`config.mk`:
```
export PLATFORM = sky130hd
export DESIGN_NAME = spi_seg_planner
export DESIGN_NICKNAME = d
export VERILOG_FILES = /design/src/rtl/spi_seg_pkg.sv /design/src/rtl/spi_seg_divsel.sv /design/src/rtl/spi_seg_calc.sv /design/src/rtl/spi_seg_planner.sv
export SDC_FILE = /design/constraint.sdc
export NUM_CORES = 1
export LEC_CHECK = 0
export ABC_AREA = 1
export CAP_MARGIN = 20
export CORE_ASPECT_RATIO = 0.5
export CORE_MARGIN = 2
export CORE_UTILIZATION = 45
export DETAILED_ROUTE_END_ITERATION = 6
export DONT_BUFFER_PORTS = 1
export GPL_TIMING_DRIVEN = 0
export PLACE_DENSITY = 0.72
export SYNTH_ARGS = -nofsm -noshare
export SYNTH_HDL_FRONTEND = slang
export SYNTH_HIERARCHICAL = 1
export SYNTH_SLANG_ARGS = --single-unit
```
`constraint.sdc`:
```
create_clock -name clk -period 10.37 [get_ports clk]
set_clock_uncertainty 0.05 [all_clocks]
set_input_delay 0.5185 -clock clk [delete_from_list [all_inputs] [get_ports clk]]
set_output_delay 0.5185 -clock clk [all_outputs]
set_load 0.01 [all_outputs]
```
`src/rtl/spi_seg_pkg.sv`:
```
// Package: shared constants, state type and width helper for the planner.
// Assumes DMA bursts are counted in 64-bit words.
package spi_seg_pkg;

    // Default and largest DMA burst length in words.
    localparam int BLEN_DEF = 8;

    // Planner state.
    typedef enum logic {
        PL_IDLE = 1'b0,
        PL_RUN  = 1'b1
    } plan_state_e;

    // Width of the burst-length-minus-one field for a given FIFO depth.
    function automatic int blen_width(input int fifo_depth);
        int top;
        top = (fifo_depth > BLEN_DEF) ? fifo_depth : BLEN_DEF;
        return $clog2(top);
    endfunction

endpackage

```
`src/rtl/spi_seg_divsel.sv`:
```
// Module: spi_seg_divsel
// Finds the largest burst size from DMAX down to 2 that divides the
// remaining count exactly and whose quotient fits a BC_W-bit burst count.
// Purely combinational. Assumes DMAX >= 2.
module spi_seg_divsel #(
    parameter int CNT_W = 24,
    parameter int BC_W  = 16,
    parameter int DMAX  = 8,
    localparam int DW   = $clog2(DMAX + 1)
) (
    input  logic [CNT_W-1:0] rem_i,
    output logic             hit_o,
    output logic [DW-1:0]    div_o,
    output logic [BC_W-1:0]  quo_o
);

    localparam logic [CNT_W-1:0] QMAX = CNT_W'((2 ** BC_W) - 1);

    logic [DMAX:2]   fit;
    logic [BC_W-1:0] quo [DMAX:2];

    // One exact-division test per candidate burst size.
    for (genvar g = 2; g <= DMAX; g++) begin : g_div
        localparam logic [CNT_W-1:0] DV = CNT_W'(g);
        logic [CNT_W-1:0] q;
        assign q      = rem_i / DV;
        assign fit[g] = ((rem_i % DV) == '0) && (q <= QMAX);
        assign quo[g] = BC_W'(q);
    end

    // Priority pick: later (larger) candidates override smaller ones.
    always_comb begin
        hit_o = 1'b0;
        div_o = '0;
        quo_o = '0;
        for (int k = 2; k <= DMAX; k++) begin
            if (fit[k]) begin
                hit_o = 1'b1;
                div_o = DW'(k);
                quo_o = quo[k];
            end
        end
    end

endmodule

```
`src/rtl/spi_seg_calc.sv`:
```
// Module: spi_seg_calc
// Turns a remaining word count into one segment descriptor: length,
// burst length minus one, and burst count. Combinational. Assumes the
// remaining count is at least 2 whenever its outputs are used.
module spi_seg_calc
    import spi_seg_pkg::*;
#(
    parameter int FIFO_DEPTH = 8,
    parameter int CNT_W      = 24,
    parameter int BC_W       = 16,
    localparam int BLEN_W    = blen_width(FIFO_DEPTH)
) (
    input  logic [CNT_W-1:0]  rem_i,
    output logic [CNT_W-1:0]  seg_o,
    output logic [BLEN_W-1:0] blen_m1_o,
    output logic [BC_W-1:0]   bcnt_o
);

    localparam int               SH      = $clog2(BLEN_DEF);
    localparam int               DW      = $clog2(BLEN_DEF + 1);
    localparam logic [CNT_W-1:0] MAX_SEG = CNT_W'(BLEN_DEF * ((2 ** BC_W) - 1));
    localparam logic [CNT_W-1:0] MAX_P1  = MAX_SEG + CNT_W'(1);
    localparam logic [CNT_W-1:0] LIM_M8  = MAX_SEG - CNT_W'(BLEN_DEF);
    localparam logic [CNT_W-1:0] FIFO_C  = CNT_W'(FIFO_DEPTH);

    logic             div_hit;
    logic [DW-1:0]    div_sel;
    logic [BC_W-1:0]  div_quo;
    logic [CNT_W-1:0] trim_w;

    spi_seg_divsel #(
        .CNT_W (CNT_W),
        .BC_W  (BC_W),
        .DMAX  (BLEN_DEF)
    ) u_divsel (
        .rem_i (rem_i),
        .hit_o (div_hit),
        .div_o (div_sel),
        .quo_o (div_quo)
    );

    // Round down to a burst multiple; drop one more burst if a lone word would remain.
    assign trim_w = {rem_i[CNT_W-1:SH], {SH{1'b0}}}
                  - ((rem_i[SH-1:0] == SH'(1)) ? CNT_W'(BLEN_DEF) : '0);

    // Rule priority: FIFO tail, max+1, cap, exact divisor, trim.
    always_comb begin
        if (rem_i <= FIFO_C) begin
            seg_o     = rem_i;
            blen_m1_o = BLEN_W'(rem_i - CNT_W'(1));
            bcnt_o    = BC_W'(1);
        end else if (rem_i == MAX_P1) begin
            seg_o     = LIM_M8;
            blen_m1_o = BLEN_W'(BLEN_DEF - 1);
            bcnt_o    = BC_W'(LIM_M8 >> SH);
        end else if (rem_i >= MAX_SEG) begin
            seg_o     = MAX_SEG;
            blen_m1_o = BLEN_W'(BLEN_DEF - 1);
            bcnt_o    = BC_W'(MAX_SEG >> SH);
        end else if (div_hit) begin
            seg_o     = rem_i;
            blen_m1_o = BLEN_W'(div_sel - DW'(1));
            bcnt_o    = div_quo;
        end else begin
            seg_o     = trim_w;
            blen_m1_o = BLEN_W'(BLEN_DEF - 1);
            bcnt_o    = BC_W'(trim_w >> SH);
        end
    end

endmodule

```
`src/rtl/spi_seg_planner.sv`:
```
// Module: spi_seg_planner (top)
// Holds the remaining word count of one transfer and offers one segment
// descriptor at a time on a valid/ready handshake. Pulses done after the
// last accept and err on a start shorter than two words.
// Assumes start_i is a single-cycle pulse; start while running is ignored.
module spi_seg_planner
    import spi_seg_pkg::*;
#(
    parameter int FIFO_DEPTH = 8,
    parameter int CNT_W      = 24,
    parameter int BC_W       = 16,
    localparam int BLEN_W    = blen_width(FIFO_DEPTH)
) (
    input  logic              clk,
    input  logic              rst_n,
    input  logic              start_i,
    input  logic [CNT_W-1:0]  total_words_i,
    output logic              desc_valid_o,
    input  logic              desc_ready_i,
    output logic [CNT_W-1:0]  seg_len_o,
    output logic [BLEN_W-1:0] burst_len_m1_o,
    output logic [BC_W-1:0]   burst_cnt_o,
    output logic              done_o,
    output logic              err_o
);

    localparam int               PW      = CNT_W + BC_W;
    localparam logic [CNT_W-1:0] MAX_SEG = CNT_W'(BLEN_DEF * ((2 ** BC_W) - 1));

    plan_state_e      state_q;
    logic [CNT_W-1:0] rem_q;
    logic             done_q;
    logic             err_q;
    logic             accept;

    spi_seg_calc #(
        .FIFO_DEPTH (FIFO_DEPTH),
        .CNT_W      (CNT_W),
        .BC_W       (BC_W)
    ) u_calc (
        .rem_i     (rem_q),
        .seg_o     (seg_len_o),
        .blen_m1_o (burst_len_m1_o),
        .bcnt_o    (burst_cnt_o)
    );

    assign desc_valid_o = (state_q == PL_RUN);
    assign accept       = desc_valid_o && desc_ready_i;
    assign done_o       = done_q;
    assign err_o        = err_q;

    // Plan control: load on start, subtract on accept, pulse done and err.
    always_ff @(posedge clk) begin
        if (!rst_n) begin
            state_q <= PL_IDLE;
            rem_q   <= '0;
            done_q  <= 1'b0;
            err_q   <= 1'b0;
        end else begin
            done_q <= 1'b0;
            err_q  <= 1'b0;
            if (state_q == PL_IDLE) begin
                if (start_i) begin
                    if (total_words_i < CNT_W'(2)) begin
                        err_q <= 1'b1;
                    end else begin
                        state_q <= PL_RUN;
                        rem_q   <= total_words_i;
                    end
                end
            end else if (accept) begin
                rem_q <= rem_q - seg_len_o;
                if (rem_q == seg_len_o) begin
                    state_q <= PL_IDLE;
                    done_q  <= 1'b1;
                end
            end
        end
    end

    // Product of burst count and burst length, checked against the segment.
    logic [PW-1:0] cover_w;
    assign cover_w = PW'(burst_cnt_o) * (PW'(burst_len_m1_o) + PW'(1));

    // an offered, unaccepted descriptor does not move.
    a_r8_hold_desc: assert property (@(posedge clk) disable iff (!rst_n)
        desc_valid_o && !desc_ready_i |=> desc_valid_o && $stable(seg_len_o)
            && $stable(burst_len_m1_o) && $stable(burst_cnt_o));

    // the remaining count changes only through a handshake.
    a_r8_rem_quiet: assert property (@(posedge clk) disable iff (!rst_n)
        desc_valid_o && !desc_ready_i |=> $stable(rem_q));

    // done lasts one cycle and never overlaps an offered descriptor.
    a_r9_done_pulse: assert property (@(posedge clk) disable iff (!rst_n)
        done_o |=> !done_o);
    a_r9_done_idle: assert property (@(posedge clk) disable iff (!rst_n)
        done_o |-> !desc_valid_o);

    // a rejected start leaves no descriptor and the error lasts one cycle.
    a_r7_err_quiet: assert property (@(posedge clk) disable iff (!rst_n)
        err_o |-> !desc_valid_o);
    a_r7_err_pulse: assert property (@(posedge clk) disable iff (!rst_n)
        err_o |=> !err_o);

    // no one-word burst and no segment beyond what is left.
    a_r11_no_single: assert property (@(posedge clk) disable iff (!rst_n)
        desc_valid_o |-> (burst_len_m1_o != '0) && (seg_len_o <= rem_q)
            && (seg_len_o != '0));

    // a segment never exceeds the cap.
    a_r5_cap: assert property (@(posedge clk) disable iff (!rst_n)
        desc_valid_o |-> seg_len_o <= MAX_SEG);

    // bursts tile the segment exactly.
    a_r6_cover: assert property (@(posedge clk) disable iff (!rst_n)
        desc_valid_o |-> cover_w == PW'(seg_len_o));

    // a start while running does not restart the plan.
    a_r10_ignore_start: assert property (@(posedge clk) disable iff (!rst_n)
        desc_valid_o && !desc_ready_i && start_i |=> $stable(rem_q));

endmodule

```
==> key figures, run 1 <==
Routing
  – Vias/cell: 5.57
  – Iteration-0 DRC Markers: 1692
  – DR pass1 iterations: 6
  – Wire length after detailed routing: 44000 microns
  – DR DRC count: 0
  – Final ANT Viol Nets: 0
  – WL per Instance: 15.9 microns
  – Vias: 15420

Global route
  – First-pass GRT wire length: 64700 microns
  – Initial antenna violation count: 0
  – Largest net degree at the start of global routing: 17
  – Vias in the first global route: 12963
  – GRT Residual Overflow: 0
  – Total GRT Usage: 29.0%

Status
  – Status: finished with violations
  – Failing checks: negative setup slack

Clock network
  – Root Buffer Master: clkbuf_16
  – Clock slew at reported path FFs: 70 ps
  – Total CTS buffers: 3
  – Longest Clk Path Bufs: 2
  – Clock sink count: 27
  – Clk_lat worst skew: 270 ps
  – Hold buffer count at cts: 0
  – CTS tree: built
  – Clock H-tree levels: 1

Setup path
  – Crit path from: rem_q[20]
  – R2R depth: 124
  – RR Endpoint: rem_q[18]
  – CP peak stage delay: 450 ps
  – Critical Path AT: 12070 ps
  – CP Data Required Time: 10470 ps
  – R2R Setup Slk: -1600 ps
  – Crit Path Category: reg2reg
  – Worst Setup Start Kind: flip-flop
  – CP most frequent cell: nand2_4
  – Setup crit end: rem_q[18]
  – Setup crit end kind: flip-flop
  – RR Startpoint: rem_q[20]
  – Slowest CP cell: dfxtp_4
  – Worst Path Max Fanout: 10

Place
  – Number of port buffers: 0
  – Post-DP HPWL: 30200 microns
  – RD Place Congestion: 0.954

Floorplanning
  – DIE WIDTH: 230 microns
  – Core Box Area: 25100 sq um
  – Initial core utilization: 45.6%
  – Overall die area: 26800 sq um
  – Die height: 117 microns
  – I/O Pins: 74
  – Rows: 41

STA
  – Worst relative slew slack: 39.4%
  – RSZ-0062 raised after global routing: yes
  – WHS: 352 ps
  – Final setup margin: -1600 ps
  – Fin crit period: 11970 ps
  – # setup viols final: 69
  – Peak Freq: 83.5 MHz
  – Final hold vios: 0
  – Tcrit/Tclk final: 115%
  – Slew @ Worst Pin: 903 ps
  – Setup TNS: -74760 ps
  – Pins over their slew limit: 0

Yosys
  – Commonest cells post-synth: nand2_1 (796), inv_1 (267), nand3_1 (246)
  – Syn Nets: 2321
  – Top-area cell type share of the netlist area: 26.1%
  – Largest area contributor in the netlist: nand2_1
  – Post-synth EDFFs: 0
  – Largest cells by area after synthesis: nand2_1 (26%), nand3_1 (11%), inv_1 (8.8%)
  – Synth Register Bits: 27
  – Top FF cell, synth: dfxtp_1
  – Count leader, synth: nand2_1
  – Register area share after synthesis: 4.72%
  – Syn_area_per_cell: 5.08 sq um
  – Synth async-reset ratio: 0%
  – Post-Syn Area: 11500 sq um
  – Post-synthesis cell type count: 62
  – Mapped Cells: 2254
  – Yosys warns: 6

Final layout
  – Layout cells sized above 1: 38.0%
  – Final nets: 2492
  – Area growth from synthesis to layout: 37.4%
  – Fin util: 62.7%
  – ANT cells: 0
  – Fill cell count: 2227

Flow run
  – Max Cap Viol: 0

Hold path
  – Worst min-delay path class: in2reg
==> routing by layer <==
layer	up-vias	share of wire, %	track usage (%)	wire length (microns)
met5	-	0	0	0
met4	0	4.5	10.2	1980
met3	154	8.1	4.09	3570
met2	747	46	49.3	20300
met1	7032	41	38.0	18100
li1	7487	-	-	-
==> worst min path at each step <==
| stage | from | to | slack [ps] | cells after the start |
|---|---|---|---|---|
| 2_1_floorplan | rem_q[23] | rem_q[23] | 430 | 2 |
| 3_3_place_gp | rem_q[23] | rem_q[23] | 450 | 2 |
| 3_5_place_dp | rem_q[23] | rem_q[23] | 460 | 2 |
| 4_1_cts | rst_n | rem_q[11] | 340 | 2 |
| 5_1_grt | rst_n | rem_q[11] | 350 | 2 |
| 6_report | rst_n | rem_q[11] | 350 | 2 |
==> sequential cells by signal, indices dropped and copies added, names as in the netlist <==
register	count
err_o	1
desc_valid_o	1
done_o	1
rem_q	24
==> cell usage in the layout (no fill, tap or decap), types with 15 or more instances in the layout <==
cell type	instances
nand2_1	642
inv_1	227
nand2_2	195
nand3_1	184
buf_4	160
nor2_1	156
nand2_4	97
inv_2	95
nand4_1	63
nand3_2	61
o21ai_0	48
a21oi_1	46
nor2_2	40
nor2_4	36
a21oi_2	30
nand3_4	30
o21ai_1	27
buf_6	25
ha_4	24
o21ai_2	23
dfxtp_1	22
clkbuf_8	15
==> metrics by stage <==
stage | setup slack (ps) | cell area, sq um | std cells
floorplan | -167 | 11900 | 2254
finish | -1600 | 15700 | 2768
CTS | -1120 | 14200 | 2710
detailed placement | -2070 | 12300 | 2599
global placement | -1940 | 12300 | 2598
global route | -2310 | 15700 | 2768
==> worst max-delay path: cells and delay by family (launching register included) <==
kind / cells / cell delay, ps
fa+ha+maj: 3 / 600
compound gates: 4 / 790
flops: 1 / 450
buf+inv: 23 / 2060
simple gates: 94 / 7840
==> what timing repair did <==
item,4_1_cts,5_1_grt
endpoints found under the setup margin,69,69
cloned,2,1
resized for setup,245,299
pin swaps,165,196
buffers inserted,106,59
==> kinds of logic after synthesis <==
family	share of synthesized area [%]
simple gates	63.0
buf+inv	16.4
compound gates	10.2
fa+ha+maj	4.33
flops	4.72
xor+xnor	1.30
mux	0.0874
==> final cells by class <==
class                           instances  area, sq um  share of cell area [%]
Buffer                                 61          604                    3.84
Clock buffer                            3         75.1                   0.477
Clock inverter                          1         5.00                  0.0318
Inverter                              350         1380                    8.76
Multi-Input combinational cell       1814        11400                    72.2
Sequential cell                        27          559                    3.55
Tap cell                              344          430                    2.74
Timing Repair Buffer                  168         1330                    8.44
Power of run 1 is left out: the tool's default activity adds up to more than one toggle a clock period on the data nets, which glitch-free logic cannot reach.
==> run 2: changes to the inputs <==
--- a/config.mk
+++ b/config.mk
@@ -7,13 +7,16 @@
 export LEC_CHECK = 0
 export ABC_AREA = 1
 export CAP_MARGIN = 20
+export CELL_PAD_IN_SITES_DETAIL_PLACEMENT = 1
+export CELL_PAD_IN_SITES_GLOBAL_PLACEMENT = 2
 export CORE_ASPECT_RATIO = 0.5
 export CORE_MARGIN = 2
-export CORE_UTILIZATION = 45
+export CORE_UTILIZATION = 30
 export DETAILED_ROUTE_END_ITERATION = 6
 export DONT_BUFFER_PORTS = 1
 export GPL_TIMING_DRIVEN = 0
-export PLACE_DENSITY = 0.72
+export PLACE_DENSITY = 0.89
+export SETUP_SLACK_MARGIN = 0.3
 export SYNTH_ARGS = -nofsm -noshare
 export SYNTH_HDL_FRONTEND = slang
 export SYNTH_HIERARCHICAL = 1
==> run 2 against run 1 <==
The flow still finishes with violations (negative setup slack). Flip-flop and latch count unchanged. Sequential share of layout area decreased by 0.061 points. Clock-buffer cell count unchanged. Critical path type unchanged. Final cell count increased by 5.7%. Wire length increased by 16%. Register-to-register slack improved by 30 ps. Via count decreased by 1.4%. Global-route usage decreased by 4.8 points.
==> key figures, run 2 (synthesis gave the netlist of run 1 again) <==
Final layout
  – Area growth from synthesis to layout: 39.8%
  – Max reg flops: 24
  – Largest reg by FF count: rem_q
  – Layout cells sized above 1: 38.3%
  – Fill cell count: 5110
  – Non-Filler Instances: 2926
  – Commonest non-fill, non-tap cells in the layout: nand2_1 (634), inv_1 (228), nand2_2 (203), nand3_1 (187), buf_4 (171)
  – ANT cells: 0
  – Most common cell after layout, fill and taps aside: nand2_1
  – Final nets: 2500

Routing
  – WL per Instance: 17.5 microns
  – DR pass1 iterations: 5
  – Wire length after detailed routing: 51100 microns
  – Final ANT Viol Nets: 0
  – Vias/cell: 5.20
  – DR DRC count: 0
  – Iteration-0 DRC Markers: 780
  – Vias: 15204

Place
  – Cells after DPL: 2749
  – Post-DP HPWL: 37800 microns
  – Setup slack at placement: -2720 ps
  – RD Place Congestion: 0.876
  – Number of port buffers: 0

Status
  – Status: finished with violations
  – Failing checks: negative setup slack

Setup path
  – CP most frequent cell: nand2_2
  – Critical Path AT: 12100 ps
  – Setup crit end kind: flip-flop
  – Slowest CP cell: dfxtp_4
  – CP Data Required Time: 10520 ps
  – Crit Path Category: reg2reg
  – Worst Path Max Fanout: 10
  – Worst Setup Start Kind: flip-flop
  – CP peak stage delay: 370 ps

STA
  – Pins over their slew limit: 0
  – Final setup margin: -1580 ps
  – Slew @ Worst Pin: 927 ps
  – RSZ-0062 raised after global routing: yes
  – Tcrit/Tclk final: 115%
  – Fin crit period: 11950 ps
  – Final hold vios: 0
  – # setup viols final: 69
  – Peak Freq: 83.7 MHz
  – Worst relative slew slack: 37.9%

Clock network
  – Clock slew at reported path FFs: 70 ps
  – Total CTS buffers: 3
  – CTS tree: built
  – Clock H-tree levels: 1
  – Clock sink count: 27
  – Longest Clk Path Bufs: 2
  – Clk_lat worst skew: 280 ps
  – Root Buffer Master: clkbuf_16

Floorplanning
  – Initial core utilization: 30.6%
  – Die height: 142 microns
  – I/O Pins: 74
  – Core Box Area: 37500 sq um
  – DIE WIDTH: 280 microns
  – Rows: 50
  – Overall die area: 39800 sq um

Global route
  – Initial antenna violation count: 0
  – Total GRT Usage: 24.1%
  – Vias in the first global route: 14865
  – Largest net degree at the start of global routing: 17
  – GRT Residual Overflow: 0
  – First-pass GRT wire length: 78600 microns

Hold path
  – Worst min-delay path class: in2reg

Flow run
  – Max Cap Viol: 0
==> run 2: cell types whose count changed in the layout (fill, tap and decap cells not counted), moves of 3 or more <==
cell	before	now
buf_12	0	4
nand2_2	195	203
buf_4	160	171
o21ai_2	23	18
nand2_1	642	634
o21ai_1	27	32
a21oi_1	46	51
nand3_2	61	57
a21oi_4	9	5
nor2_1	156	152
nor2_2	40	43
nand3_1	184	187
buf_6	25	20
==> run 2: metrics by stage <==
| step | hold slack, ps | cell area (sq um) | setup TNS, ps | util, % |
|---|---|---|---|---|
| finish | 325 | 16000 | -70410 | 42.7 |
| global route | 354 | 16000 | -129330 | 42.7 |
| CTS | 324 | 14700 | -60250 | 39.2 |
| floorplan | 428 | 11900 | -1520 | - |
| detailed placement | 461 | 12500 | -124430 | 33.4 |
| global placement | 460 | 12500 | -105940 | 33.4 |
==> run 2: critical path, delay by kind of cell, from the launching register on <==
family,cells,cell delay [ps]
XOR/XNOR,1,250
flip-flops,1,370
AO/OA/AOI/OAI,8,1490
buffers and inverters,16,1580
adder cells (fa/ha/maj),3,660
AND/OR/NAND/NOR,75,7440
==> run 2: worst paths after layout <==
path / start / to / slack (ps) / cells past startpoint
hold reg to reg: rem_q[19] / rem_q[19] / 590 / 2
hold / removal: rst_n / rem_q[10] / 330 / 2
setup / recovery: rem_q[23] / rem_q[23] / -1580 / 103
setup reg to reg: rem_q[23] / rem_q[23] / -1580 / 103
==> run 2: per-layer routing <==
| layer | global-route usage (%) | vias to the layer above | part of all wire [%] | wire length (microns) |
|---|---|---|---|---|
| met1 | 32.0 | 7383 | 45 | 23100 |
| met4 | 6.92 | 0 | 3.1 | 1580 |
| met5 | 0 | - | 0 | 0 |
| met3 | 1.56 | 71 | 3.5 | 1800 |
| li1 | - | 7484 | - | - |
| met2 | 42.3 | 266 | 48 | 24600 |
==> run 2: timing repair <==
action                     4_1_cts  5_1_grt
gates resized for setup        275      271
setup buffers                  125       46
pin swaps                      126      162
cloned                           1        0
hold buffers                     0        0
setup endpoints to repair       69       69
==> run 2: area by class of cell <==
cell class / instances / area (sq um) / share of cell area, %
timing repair buffer: 174 / 1360 / 8.51
clock inverter: 1 / 6.26 / 0.0391
tap: 494 / 618 / 3.86
buffer: 63 / 648 / 4.05
sequential: 27 / 559 / 3.49
inverter: 350 / 1390 / 8.65
clock buffer: 3 / 75.1 / 0.469
multi-input combinational: 1814 / 11400 / 70.9
Power of run 2 is left out for the same reason.
==> run 3: changes to the inputs <==
==> constraint.sdc (replaced) <==
create_clock -name clk -period 10.37 [get_ports clk]
set_clock_uncertainty 0.05 [all_clocks]
set_input_delay 1.5555 -clock clk [delete_from_list [all_inputs] [get_ports clk]]
set_output_delay 1.5555 -clock clk [all_outputs]
set_load 0.01 [all_outputs]
==> run 3 against run 2 <==
The flow still finishes with violations (negative setup slack). Setup slack worse by 740 ps. Critical path depth is 13 higher. Clock-buffer cell count stayed put. Final cell count is 0.85% lower. Flip-flop and latch count stayed put. Register-to-register slack worse by 460 ps. Utilization is 1.3 points lower. Die area stayed put. Cell area is 3.1% lower. Non-clock buffer count is 25 lower. Maximum frequency is 5.8% lower. Critical endpoint is now seg_len_o[22]. Highest routed layer unchanged.
==> key figures, run 3 (synthesis gave the netlist of run 1 again) <==
STA
  – Final hold vios: 0
  – # setup viols final: 69
  – Worst relative slew slack: 31.1%
  – Fin crit period: 12680 ps
  – Pins over their slew limit: 0
  – Slew @ Worst Pin: 1030 ps
  – Final setup margin: -2310 ps
  – Tcrit/Tclk final: 122%
  – Peak Freq: 78.8 MHz
  – RSZ-0062 raised after global routing: yes

Setup path
  – Critical Path AT: 11080 ps
  – Worst Path Max Fanout: 8
  – RR Endpoint: rem_q[23]
  – CP Data Required Time: 8760 ps
  – Setup crit end kind: output pin
  – Crit Path Category: reg2out
  – CP peak stage delay: 360 ps
  – R2R depth: 128
  – RR Startpoint: rem_q[22]
  – Slowest CP cell: dfxtp_4
  – Worst Setup Start Kind: flip-flop
  – CP most frequent cell: nand2_4
  – R2R Setup Slk: -2040 ps

Final layout
  – ANT cells: 0
  – Finished Cell Area: 15500 sq um
  – Fill cell count: 5122
  – Layout cells sized above 1: 34.3%
  – Commonest non-fill, non-tap cells in the layout: nand2_1 (663), inv_1 (240), nand3_1 (195), nand2_2 (177), nor2_1 (163)
  – Largest reg by FF count: rem_q
  – Most common cell after layout, fill and taps aside: nand2_1
  – Area growth from synthesis to layout: 35.5%
  – Final nets: 2475
  – Max reg flops: 24
  – Fin util: 41.4%
  – Non-Filler Instances: 2901

Global route
  – Largest net degree at the start of global routing: 17
  – Total GRT Usage: 23.5%
  – First-pass GRT wire length: 76800 microns
  – Vias in the first global route: 14430
  – GRT Residual Overflow: 0
  – Initial antenna violation count: 0

Hold path
  – Worst hold endpoint: rem_q[20]
  – Hold path cells: 2
  – Worst min-delay path class: reg2reg
  – Worst hold start: rem_q[20]

Floorplanning
  – Die height: 142 microns
  – Overall die area: 39800 sq um
  – Rows: 50
  – Initial core utilization: 30.6%
  – Core Box Area: 37500 sq um
  – I/O Pins: 74
  – DIE WIDTH: 280 microns

Place
  – Post-DP HPWL: 37700 microns
  – Number of port buffers: 0
  – Cells after DPL: 2749
  – Placed Area: 12700 sq um
  – RD Place Congestion: 0.890

Status
  – Failing checks: negative setup slack
  – Status: finished with violations

Routing
  – Vias: 14996
  – DR DRC count: 0
  – Wire length after detailed routing: 50600 microns
  – DR pass1 iterations: 5
  – Iteration-0 DRC Markers: 700
  – Final ANT Viol Nets: 0
  – WL per Instance: 17.4 microns
  – Vias/cell: 5.17

Clock network
  – Clk_lat worst skew: 280 ps
  – Total CTS buffers: 3
  – Clock sink count: 27
  – Clock slew at reported path FFs: 70 ps
  – CTS tree: built
  – Clock H-tree levels: 1
  – Longest Clk Path Bufs: 2
  – Root Buffer Master: clkbuf_16
  – Hold buffer count at cts: 0

Flow run
  – Max Cap Viol: 0
==> run 3: repair_timing <==
item	in CTS	in global routing
pin swaps	113	151
setup endpoints to repair	69	69
setup buffers	85	59
cloned	2	1
gates resized for setup	161	231
==> run 3: worst max path at each step <==
stage              start       endpoint  slack, ps
3_5_place_dp   rem_q[23]      rem_q[21]      -2590
4_1_cts        rem_q[23]  seg_len_o[19]      -1820
6_report       rem_q[22]  seg_len_o[22]      -2310
5_1_grt        rem_q[22]  seg_len_o[22]      -3090
3_3_place_gp   rem_q[23]      rem_q[23]      -2350
2_1_floorplan  rem_q[23]  seg_len_o[21]       -420
==> run 3: worst max-delay path: cells and delay by family (launching register included) <==
| family | cells | cell delay, ps |
|---|---|---|
| AND/OR/NAND/NOR | 91 | 7720 |
| buffers and inverters | 21 | 1960 |
| AO/OA/AOI/OAI | 2 | 390 |
| flip-flops | 1 | 360 |
| adder cells (fa/ha/maj) | 2 | 300 |
==> run 3: layout make-up <==
cell class,instances,area (sq um),area share (%)
clock buffers,3,75.1,0.484
repair buffers,149,1210,7.80
well taps,494,618,3.98
plain buffers,63,653,4.21
inverters,350,1400,8.99
multi-input cells,1814,11000,70.9
flip-flops and latches,27,557,3.59
clock inverters,1,6.26,0.0403
==> run 3: through the flow <==
stage	hold WS [ps]	setup slack, ps	TNS [ps]
3_3_place_gp	455	-2350	-144110
2_1_floorplan	428	-419	-14660
5_1_grt	555	-3090	-194210
3_5_place_dp	465	-2590	-157450
6_report	527	-2310	-134800
4_1_cts	521	-1820	-109400
==> run 3: layer usage <==
metal  GRT usage (%)  share of wire (%)  routed length [microns]  vias to the layer above
li1                -                  -                        -                     7449
met1            31.8                 46                    23300                     7175
met2            41.1                 48                    24200                      275
met3            1.10                3.0                     1510                       97
met4            5.83                3.0                     1520                        0
met5               0                  0                        0                        -
Power of run 3 is left out for the same reason.
